File: src/rtl/wol_pkg.sv
package wol_pkg;
  // Scanner states: looking for the 0xFF run, matching the address copies,
  // or holding a completed match until the frame restarts.
  typedef enum logic [1:0] {
    SC_SEEK = 2'd0,
    SC_RUN  = 2'd1,
    SC_DONE = 2'd2
  } scan_st_e;

  localparam logic [7:0] SYNC_BYTE = 8'hFF;
endpackage

File: src/rtl/wol_dest_filter.sv
module wol_dest_filter #(
  parameter int ADDR_BYTES = 6,
  localparam int IDX_W = (ADDR_BYTES > 1) ? $clog2(ADDR_BYTES) : 1,
  localparam int ADDR_W = 8 * ADDR_BYTES
) (
  input  logic              clk,
  input  logic              rst_n,
  input  logic              take,
  input  logic              first,
  input  logic [IDX_W-1:0]  idx,
  input  logic [7:0]        rx_byte,
  input  logic [ADDR_W-1:0] station_addr,
  output logic              accept
);
  logic [7:0] addr_b [ADDR_BYTES];
  logic       own_q;
  logic       group_q;
  logic       byte_eq;

  // The first byte on the wire is the most significant address byte.
  for (genvar g = 0; g < ADDR_BYTES; g++) begin : g_addr
    assign addr_b[g] = station_addr[(ADDR_BYTES-1-g)*8 +: 8];
  end

  assign byte_eq = (rx_byte == addr_b[idx]);

  always_ff @(posedge clk) begin
    if (!rst_n) begin
      own_q   <= 1'b0;
      group_q <= 1'b0;
    end else if (take) begin
      if (first) begin
        own_q   <= byte_eq;
        group_q <= rx_byte[0];
      end else begin
        own_q   <= own_q & byte_eq;
      end
    end
  end

  // Broadcast has the group bit set, so it is covered by group_q.
  assign accept = own_q | group_q;
endmodule

File: src/rtl/wol_pattern_scan.sv
module wol_pattern_scan
  import wol_pkg::*;
#(
  parameter int ADDR_BYTES = 6,
  parameter int SYNC_LEN   = 6,
  parameter int REPEATS    = 16,
  localparam int IDX_W  = (ADDR_BYTES > 1) ? $clog2(ADDR_BYTES) : 1,
  localparam int REP_W  = (REPEATS > 1) ? $clog2(REPEATS) : 1,
  localparam int FF_W   = $clog2(SYNC_LEN + 1),
  localparam int ADDR_W = 8 * ADDR_BYTES
) (
  input  logic              clk,
  input  logic              rst_n,
  input  logic              restart,
  input  logic              step,
  input  logic [7:0]        rx_byte,
  input  logic [ADDR_W-1:0] station_addr,
  output logic              hit
);
  localparam logic [IDX_W-1:0] IDX_LAST = IDX_W'(ADDR_BYTES - 1);
  localparam logic [REP_W-1:0] REP_LAST = REP_W'(REPEATS - 1);
  localparam logic [FF_W-1:0]  FF_LAST  = FF_W'(SYNC_LEN - 1);

  logic [7:0]       addr_b [ADDR_BYTES];
  scan_st_e         st_q, st_d;
  logic [FF_W-1:0]  ff_q, ff_d;
  logic [IDX_W-1:0] idx_q, idx_d;
  logic [REP_W-1:0] rep_q, rep_d;
  logic             is_sync, is_exp, at_first;

  for (genvar g = 0; g < ADDR_BYTES; g++) begin : g_addr
    assign addr_b[g] = station_addr[(ADDR_BYTES-1-g)*8 +: 8];
  end

  assign is_sync  = (rx_byte == SYNC_BYTE);
  assign is_exp   = (rx_byte == addr_b[idx_q]);
  assign at_first = (idx_q == '0) && (rep_q == '0);

  always_comb begin
    st_d  = st_q;
    ff_d  = ff_q;
    idx_d = idx_q;
    rep_d = rep_q;
    if (restart) begin
      st_d  = SC_SEEK;
      ff_d  = '0;
      idx_d = '0;
      rep_d = '0;
    end else if (step) begin
      unique case (st_q)
        SC_SEEK: begin
          if (!is_sync) begin
            ff_d = '0;
          end else if (ff_q == FF_LAST) begin
            st_d  = SC_RUN;
            ff_d  = '0;
            idx_d = '0;
            rep_d = '0;
          end else begin
            ff_d = ff_q + 1'b1;
          end
        end
        SC_RUN: begin
          if (is_exp) begin
            if (idx_q == IDX_LAST) begin
              idx_d = '0;
              if (rep_q == REP_LAST) st_d = SC_DONE;
              else                   rep_d = rep_q + 1'b1;
            end else begin
              idx_d = idx_q + 1'b1;
            end
          end else if (is_sync && at_first) begin
            st_d = SC_RUN;                // longer sync run, stay armed
          end else begin
            st_d  = SC_SEEK;
            idx_d = '0;
            rep_d = '0;
            ff_d  = is_sync ? FF_W'(1) : '0;
          end
        end
        SC_DONE: st_d = SC_DONE;
        default: st_d = SC_SEEK;
      endcase
    end
  end

  always_ff @(posedge clk) begin
    if (!rst_n) begin
      st_q  <= SC_SEEK;
      ff_q  <= '0;
      idx_q <= '0;
      rep_q <= '0;
    end else begin
      st_q  <= st_d;
      ff_q  <= ff_d;
      idx_q <= idx_d;
      rep_q <= rep_d;
    end
  end

  // Includes a match completed by the current byte.
  assign hit = (st_d == SC_DONE);
endmodule

File: src/rtl/wol_status.sv
module wol_status (
  input  logic clk,
  input  logic rst_n,
  input  logic set,
  input  logic clr,
  input  logic irq_en,
  output logic flag,
  output logic pulse
);
  always_ff @(posedge clk) begin
    if (!rst_n) begin
      flag  <= 1'b0;
      pulse <= 1'b0;
    end else begin
      if (set)      flag <= 1'b1;
      else if (clr) flag <= 1'b0;
      pulse <= set & irq_en;
    end
  end
endmodule

File: src/rtl/wol_magic_detect.sv
module wol_magic_detect #(
  parameter int ADDR_BYTES = 6,
  parameter int SYNC_LEN   = 6,
  parameter int REPEATS    = 16,
  localparam int ADDR_W  = 8 * ADDR_BYTES,
  localparam int HDR_LEN = 2 * ADDR_BYTES,
  localparam int POS_W   = $clog2(HDR_LEN + 1),
  localparam int IDX_W   = (ADDR_BYTES > 1) ? $clog2(ADDR_BYTES) : 1
) (
  input  logic              clk,
  input  logic              rst_n,
  input  logic              wake_en,
  input  logic              wake_irq_en,
  input  logic              stat_clr,
  input  logic [ADDR_W-1:0] station_addr,
  input  logic              rx_valid,
  output logic              rx_ready,
  input  logic [7:0]        rx_data,
  input  logic              rx_sof,
  input  logic              rx_eof,
  input  logic              rx_crc_ok,
  output logic              magic_rcvd,
  output logic              wake_pulse,
  output logic              rx_block
);
  localparam logic [POS_W-1:0] HDR_END = POS_W'(HDR_LEN);
  localparam logic [POS_W-1:0] DA_END  = POS_W'(ADDR_BYTES);

  logic             beat, sof_beat, frame_beat;
  logic             in_frame_q;
  logic [POS_W-1:0] pos_q, cur_pos;
  logic             da_take, da_accept;
  logic             scan_step, scan_restart, scan_hit;
  logic             commit;

  assign rx_ready   = 1'b1;
  assign rx_block   = wake_en;

  assign beat       = rx_valid & wake_en;
  assign sof_beat   = beat & rx_sof;
  assign frame_beat = beat & (rx_sof | in_frame_q);
  assign cur_pos    = rx_sof ? '0 : pos_q;

  always_ff @(posedge clk) begin
    if (!rst_n) begin
      in_frame_q <= 1'b0;
      pos_q      <= '0;
    end else begin
      if (!wake_en)                  in_frame_q <= 1'b0;
      else if (frame_beat && rx_eof) in_frame_q <= 1'b0;
      else if (sof_beat)             in_frame_q <= 1'b1;

      if (sof_beat)                             pos_q <= POS_W'(1);
      else if (frame_beat && pos_q < HDR_END)   pos_q <= pos_q + 1'b1;
    end
  end

  assign da_take      = frame_beat & (cur_pos < DA_END);
  assign scan_restart = sof_beat | ~wake_en;
  assign scan_step    = frame_beat & ~rx_sof & (pos_q >= HDR_END);

  wol_dest_filter #(.ADDR_BYTES(ADDR_BYTES)) i_filter (
    .clk          (clk),
    .rst_n        (rst_n),
    .take         (da_take),
    .first        (rx_sof),
    .idx          (cur_pos[IDX_W-1:0]),
    .rx_byte      (rx_data),
    .station_addr (station_addr),
    .accept       (da_accept)
  );

  wol_pattern_scan #(
    .ADDR_BYTES (ADDR_BYTES),
    .SYNC_LEN   (SYNC_LEN),
    .REPEATS    (REPEATS)
  ) i_scan (
    .clk          (clk),
    .rst_n        (rst_n),
    .restart      (scan_restart),
    .step         (scan_step),
    .rx_byte      (rx_data),
    .station_addr (station_addr),
    .hit          (scan_hit)
  );

  assign commit = frame_beat & rx_eof & rx_crc_ok & da_accept & scan_hit;

  wol_status i_status (
    .clk    (clk),
    .rst_n  (rst_n),
    .set    (commit),
    .clr    (stat_clr),
    .irq_en (wake_irq_en),
    .flag   (magic_rcvd),
    .pulse  (wake_pulse)
  );
endmodule

File: config.mk
export PLATFORM = sky130hd
export DESIGN_NAME = wol_magic_detect
export DESIGN_NICKNAME = d
export VERILOG_FILES = /design/src/rtl/wol_pkg.sv /design/src/rtl/wol_dest_filter.sv /design/src/rtl/wol_pattern_scan.sv /design/src/rtl/wol_status.sv /design/src/rtl/wol_magic_detect.sv
export SDC_FILE = /design/constraint.sdc
export NUM_CORES = 1
export LEC_CHECK = 0
export BUFFER_PORTS_ARGS = -buffer_cell sky130_fd_sc_hd__clkbuf_2
export CAP_MARGIN = 30
export CORE_MARGIN = 1.5
export CORE_UTILIZATION = 35
export CTS_CLUSTER_DIAMETER = 60
export DETAILED_ROUTE_END_ITERATION = 8
export GPL_ROUTABILITY_DRIVEN = 0
export HOLD_SLACK_MARGIN = 0.03
export PLACE_DENSITY = 0.6
export SETUP_SLACK_MARGIN = 0.05
export SLEW_MARGIN = 10
export SYNTH_ARGS = -nofsm -noshare
export SYNTH_HDL_FRONTEND = slang
export SYNTH_SLANG_ARGS = --single-unit
File: constraint.sdc
create_clock -name clk -period 3.2 [get_ports clk]
set_clock_uncertainty 0.05 [all_clocks]
set_input_delay 0.16 -clock clk [delete_from_list [all_inputs] [get_ports clk]]
set_output_delay 0.16 -clock clk [all_outputs]
set_load 0.02 [all_outputs]
### Word level (Yosys, flattened, before mapping)

Index checks and enable logic that the tools add are counted.

* $add $sub $neg: 4
* multipliers: 0
* divide/modulo/power cells: 0
* $lt $le $gt $ge: 5
* equality and inequality tests: 16
* shift-type cells: 0
* multiplexer cells: 40
* bitwise operators: 20
* reductions and logical operators: 17

Operators by type and width (number)
* $bmux W8 S3: 2
* $mux W8: 4
* $mux W4: 7
* $mux W3: 9
* $eq A8 B8 Y1: 2
* $mux W2: 7
* $and A1 B1 Y1: 12
* $ge A4 B4 Y1 const B: 3
* $pmux W3 S2: 2
* $add A4 B1 Y4 const B: 2
* $eq A8 B8 Y1 const B: 1
* $not A3 Y4: 2
* $pmux W4 S2: 1
* $mux W1: 7
* $reduce_and A7 Y1: 1
* $add A3 B1 Y3 const B: 2
* $eq A3 B3 Y1 const B: 2
* $ne A3 B3 Y1 const B: 2
* $pmux W2 S3: 1
* $reduce_bool A2 Y1: 3
* $reduce_and A5 Y1: 1
* $eq A2 B2 Y1 const B: 2
* $eq A4 B4 Y1 const B: 1
* $logic_and A1 B1 Y1: 4
* 15 further kinds: 22

* flip-flop bits (word level): 21
* bits in latches: 0
* bits in writable memories: 0
* bits in read-only memories: 0
* bits of input ports: 65
* output and inout port bits: 4
* word-level logic and storage cells: 113
* memories: 0

### Logic depth before layout (Yosys ltp)

* depth after elaboration: 12
* gate-level depth with buffers: 10
* depth with buffers taken out: 8

### Cells and area by module

A second synthesis with hierarchy kept.

* cells, all modules: 338
* area, all modules: 2723.9 µm²

By module, submodules not included
* wol_pattern_scan: times used 1, cells each 198, area each 1570.3 µm², seq. area each 240.2 µm²
* wol_dest_filter: times used 1, cells each 95, area each 755.7 µm², seq. area each 40.0 µm²
* wol_magic_detect: times used 1, cells each 40, area each 330.3 µm², seq. area each 100.1 µm²
* wol_status: times used 1, cells each 5, area each 67.6 µm², seq. area each 40.0 µm²

### Worst setup path before layout

Ideal clock, no wire load.

* path kind: register to register
* start point: reg i_scan.idx_q[0]
* end point: reg i_scan.ff_q[0]
* library setup time: 115 ps
* arrival: 2107 ps
* data required time: 3035 ps
* slack: 928 ps
* stages on the path, launching flop included: 8
* buffers on the path: 0
* clock period less this slack: 2272 ps
* path through: dfxtp_1 > mux4_1 > or2_0 > and3_1 > o22ai_2 > nor3_2 > o311a_1 > o21a_1

* longest elaborated chain between the ends: 7
* elaborated cells between the ends (all ways): 11
* classes of those cells: eq/ne: 3; mux: 3; bitwise: 1; reduce/logical: 4

RTL lines
* start: declaration: RTL line wol_pattern_scan.sv:27 `logic [IDX_W-1:0] idx_q, idx_d;`
* start signal: assignment: RTL line wol_pattern_scan.sv:96 `idx_q <= idx_d;`
* $not A3 Y4 (implied by the code): RTL line wol_pattern_scan.sv:36 `assign is_exp = (rx_byte == addr_b[idx_q]);`
* $bmux W8 S3: RTL line wol_pattern_scan.sv:36
* $mux W8 (implied by the code) (2 in series): RTL line wol_pattern_scan.sv:36
* $eq A8 B8 Y1: RTL line wol_pattern_scan.sv:36
* $ne A2 B2 Y1 (no line)
* $reduce_and A4 Y1 (no line) *
* end signal: assignment: RTL line wol_pattern_scan.sv:90 `ff_q <= '0;`
* end signal: assignment: RTL line wol_pattern_scan.sv:95 `ff_q <= ff_d;`
* end: declaration: RTL line wol_pattern_scan.sv:26 `logic [FF_W-1:0] ff_q, ff_d;`

Mark *: on every way between the ends. The rest lies on a longest branch, timed or not. The select of a mux whose other input is x is not followed.
A chain may end at the register's enable or synchronous reset.

### Worst setup path in the final report

* start point: reg pos_q[0]
* end point: reg i_filter.own_q

* longest elaborated chain between the ends: 8
* elaborated cells between the ends (all ways): 10
* classes of those cells: order compare: 1; eq/ne: 1; mux: 5; bitwise: 3

RTL lines
* start: declaration: RTL line wol_magic_detect.sv:31 `logic [POS_W-1:0] pos_q, cur_pos;`
* start signal: assignment: RTL line wol_magic_detect.sv:54 `else if (frame_beat && pos_q < HDR_END) pos_q <= pos_q + 1'b1;`
* $mux W4 *: RTL line wol_magic_detect.sv:42 `assign cur_pos = rx_sof ? '0 : pos_q;`
* $not A3 Y4 (implied by the code): RTL line wol_dest_filter.sv:25 `assign byte_eq = (rx_byte == addr_b[idx]);`
* $bmux W8 S3: RTL line wol_dest_filter.sv:25
* $mux W8 (implied by the code) (2 in series): RTL line wol_dest_filter.sv:25
* $eq A8 B8 Y1: RTL line wol_dest_filter.sv:25
* $and A1 B1 Y1: RTL line wol_dest_filter.sv:36 `own_q <= own_q & byte_eq;`
* $mux W1: RTL line wol_dest_filter.sv:32 `if (first) begin`
* end signal: assignment: RTL line wol_dest_filter.sv:33 `own_q <= byte_eq;`
* end signal: assignment: RTL line wol_dest_filter.sv:36
* end: declaration: RTL line wol_dest_filter.sv:16 `logic own_q;`

Marks and branches as above.

==> summary.md <==
| Metric | Value |
|---|---|
| Run status | `finished, final reports clean` |
| Fraction of layout cells with a size suffix above 1 | `0.2759` |
| Avg Synthesized Cell Area | `7.611 µm²` |
| Routed Antenna Nets | `0` |
| Pin count of the biggest net entering global routing | `22` |
| Mapped Area | `0.002580 mm²` |
| R2R depth | `7` |
| CTS Buffer Depth | `2` |
| Worst setup EP type | `flop` |
| Async S/R FF share, synth | `0` |
| WP data arrival | `2.89 ns` |
| GRT overflow | `0` |
| Syn nets | `407` |
| H-tree depth | `1` |
| Routed via count | `2724` |
| DR DRC count | `0` |
| First-pass GRT wire length | `12460 µm` |
| Vias in the first global route | `2601` |
| Core ar. | `0.007176 mm²` |
| Yosys top cell by area | `dfxtp_1` |
| Nets | `464` |
| Number of enable flip-flop cells after synthesis | `0` |
| Worst Hold Class | `input port to flop` |
| Synth cell types | `61` |
| Slew headroom | `0.4359` |
| DRT iter0 DRCs | `149` |
| Die X | `88.86 µm` |
| GRT Util Overall | `0.2015` |
| Leak pwr | `1.128 nW` |
| Cts-stage hold buffer count | `1` |
| RSZ-0062 raised after global routing | `false` |
| I/O Pins | `69` |
| Final hold vios | `0` |
| Tmin final | `2.730 ns` |
| Setup TNS | `0 ns` |
| DR pass1 iterations | `4` |
| Power density over the cells | `218.1 mW/mm²` |
| Clk slew on worst S/H paths | `0.07 ns` |
| Post-synth top area share | `0.1629` |
| Most frequent cells after synthesis | `mux2i_1 (37), nand2_1 (32), dfxtp_1 (21)` |
| Top fanout value on the critical path | `21` |
| Clk Latency, worst-skew pair | `0.26 ns` |
| Worst reg2reg path startpoint | `pos_q[0]` |
| Worst hold path endpoint | `in_frame_q` |
| Clk sinks | `21` |
| Synthesized flop and latch total | `21` |
| Worst VDD drop | `0.0001366 V` |
| Hold Crit Depth | `2` |
| Max Clk Rate | `366.4 MHz` |
| Top-count cell post-synth | `mux2i_1` |
| Slew Limit Fails | `0` |
| Clock root cell | `clkbuf_8` |
| Starting Density | `0.3595` |
| Antenna violations before repair | `0` |
| Post_cts resized | `0` |
| Crit path kind | `flop to flop` |
| Synth Warn # | `0` |
| Vias per cell | `5.514` |
| RR Endpoint | `i_filter.own_q` |
| Synth Flop Type | `dfxtp_1` |
| Post-synthesis cell count | `339` |
| Endpoints failing setup | `0` |
| CTS buffer count | `3` |
| Fin crit share | `0.8530` |
| Post-synthesis sequential area ratio | `0.1629` |
| Hpwl dp | `6031 µm` |
| Largest cells by area after synthesis | `dfxtp_1 (16%), mux2i_1 (14%), nand2_1 (4.7%)` |
| Worst Path Required | `3.36 ns` |
| Reg2Reg Setup Slack | `0.47 ns` |
| Area grow syn2layout | `18.04%` |
| Postcts setup bufs | `0` |
| Power, Total | `664.3 µW` |
| Final WL | `7665 µm` |
| CP startpoint kind | `flop` |
| Wire per inst | `15.52 µm` |
| Die H | `88.86 µm` |
| Buffers on Ports | `67` |
| Die Area | `0.007895 mm²` |
| HP Start | `rx_eof` |
| Worst-Margin Slew | `0.8449 ns` |
| CTS tree | `built` |
| # diodes | `0` |
| Row cnt | `31` |
| Total of max-cap violations | `0` |
-- per-stage QoR --
step                cells    util  hold WS (ns)  setup WS (ns)  cell area, µm²
finish                494  0.4244       0.04514         0.4705            3045
global route          494  0.4244       0.05349         0.2627            3045
CTS                   494  0.4244       0.03931         0.4952            3045
detailed placement    489  0.4167        0.3131         0.5012            2990
global placement      489  0.4167        0.3121         0.4997            2990
floorplan             339       -        0.2029         0.9279            2580
-- layout make-up --
class / instances / area, µm²
multi-input combinational: 283 / 2002
inverter: 9 / 33.78
sequential: 21 / 420.4
timing repair buffer: 78 / 420.4
tap: 99 / 123.9
clock buffer: 4 / 45.04
fill: 745 / 4130
-- how the worst max path moves through the flow --
stage	start	end	slack, ns	cells after the start
floorplan	i_scan.idx_q[0]	i_scan.ff_q[0]	0.93	7
global placement	pos_q[0]	i_filter.own_q	0.50	8
detailed placement	pos_q[0]	i_filter.own_q	0.50	9
CTS	pos_q[0]	i_filter.own_q	0.50	9
global route	pos_q[0]	i_filter.own_q	0.26	9
finish	pos_q[0]	i_filter.own_q	0.47	7
-- sequential cells by signal, indices dropped and copies added, names as in the netlist --
register          flops
i_scan.rep_q          4
pos_q                 4
i_scan.ff_q           3
i_scan.idx_q          3
i_scan.st_q           2
i_filter.group_q      1
i_filter.own_q        1
i_status.flag         1
i_status.pulse        1
in_frame_q            1
-- cell usage in the layout, fill, tap and decap left out, types with 9 or more instances in the layout --
cell type / count
dfxtp_1: 21
a21oi_1: 18
mux2i_1: 37
nand2_1: 32
nor2_1: 20
nor3_1: 16
nand3_1: 13
o22ai_1: 11
clkbuf_2: 67
xnor2_1: 12
nor3b_1: 9
buf_4: 10
-- report_power, final --
part	internal [mW]	switching (mW)
clock	0.0888	0.0886
combinational	0.107	0.107
sequential	0.264	0.00937
-- kinds of logic after synthesis --
group | count (synthesis) | synth area share
AND/OR/NAND/NOR | 146 | 0.3172
flip-flops | 21 | 0.1629
buffers and inverters | 35 | 0.06110
XOR/XNOR | 15 | 0.05092
AO/OA/AOI/OAI | 72 | 0.1930
multiplexers | 46 | 0.1988
other | 1 | 0.001454
adder cells (fa/ha/maj) | 3 | 0.01455
-- metal layers --
layer,global-route usage,share of wire,vias to the layer above
li1,-,-,1371
met1,0.2734,0.48,1240
met2,0.3313,0.44,98
met3,0.01586,0.057,15
met4,0.07813,0.029,0
met5,0,0,-
-- worst max-delay path: stages (launching register included) --
cell,delay (ns)
dfxtp_1,0.87
or3b_2,0.50
a21oi_1,0.16
o22ai_1,0.11
xnor2_1,0.16
nand4_1,0.15
nor4_1,0.44
o311a_1,0.22
Power figures use the tool's default switching activity.
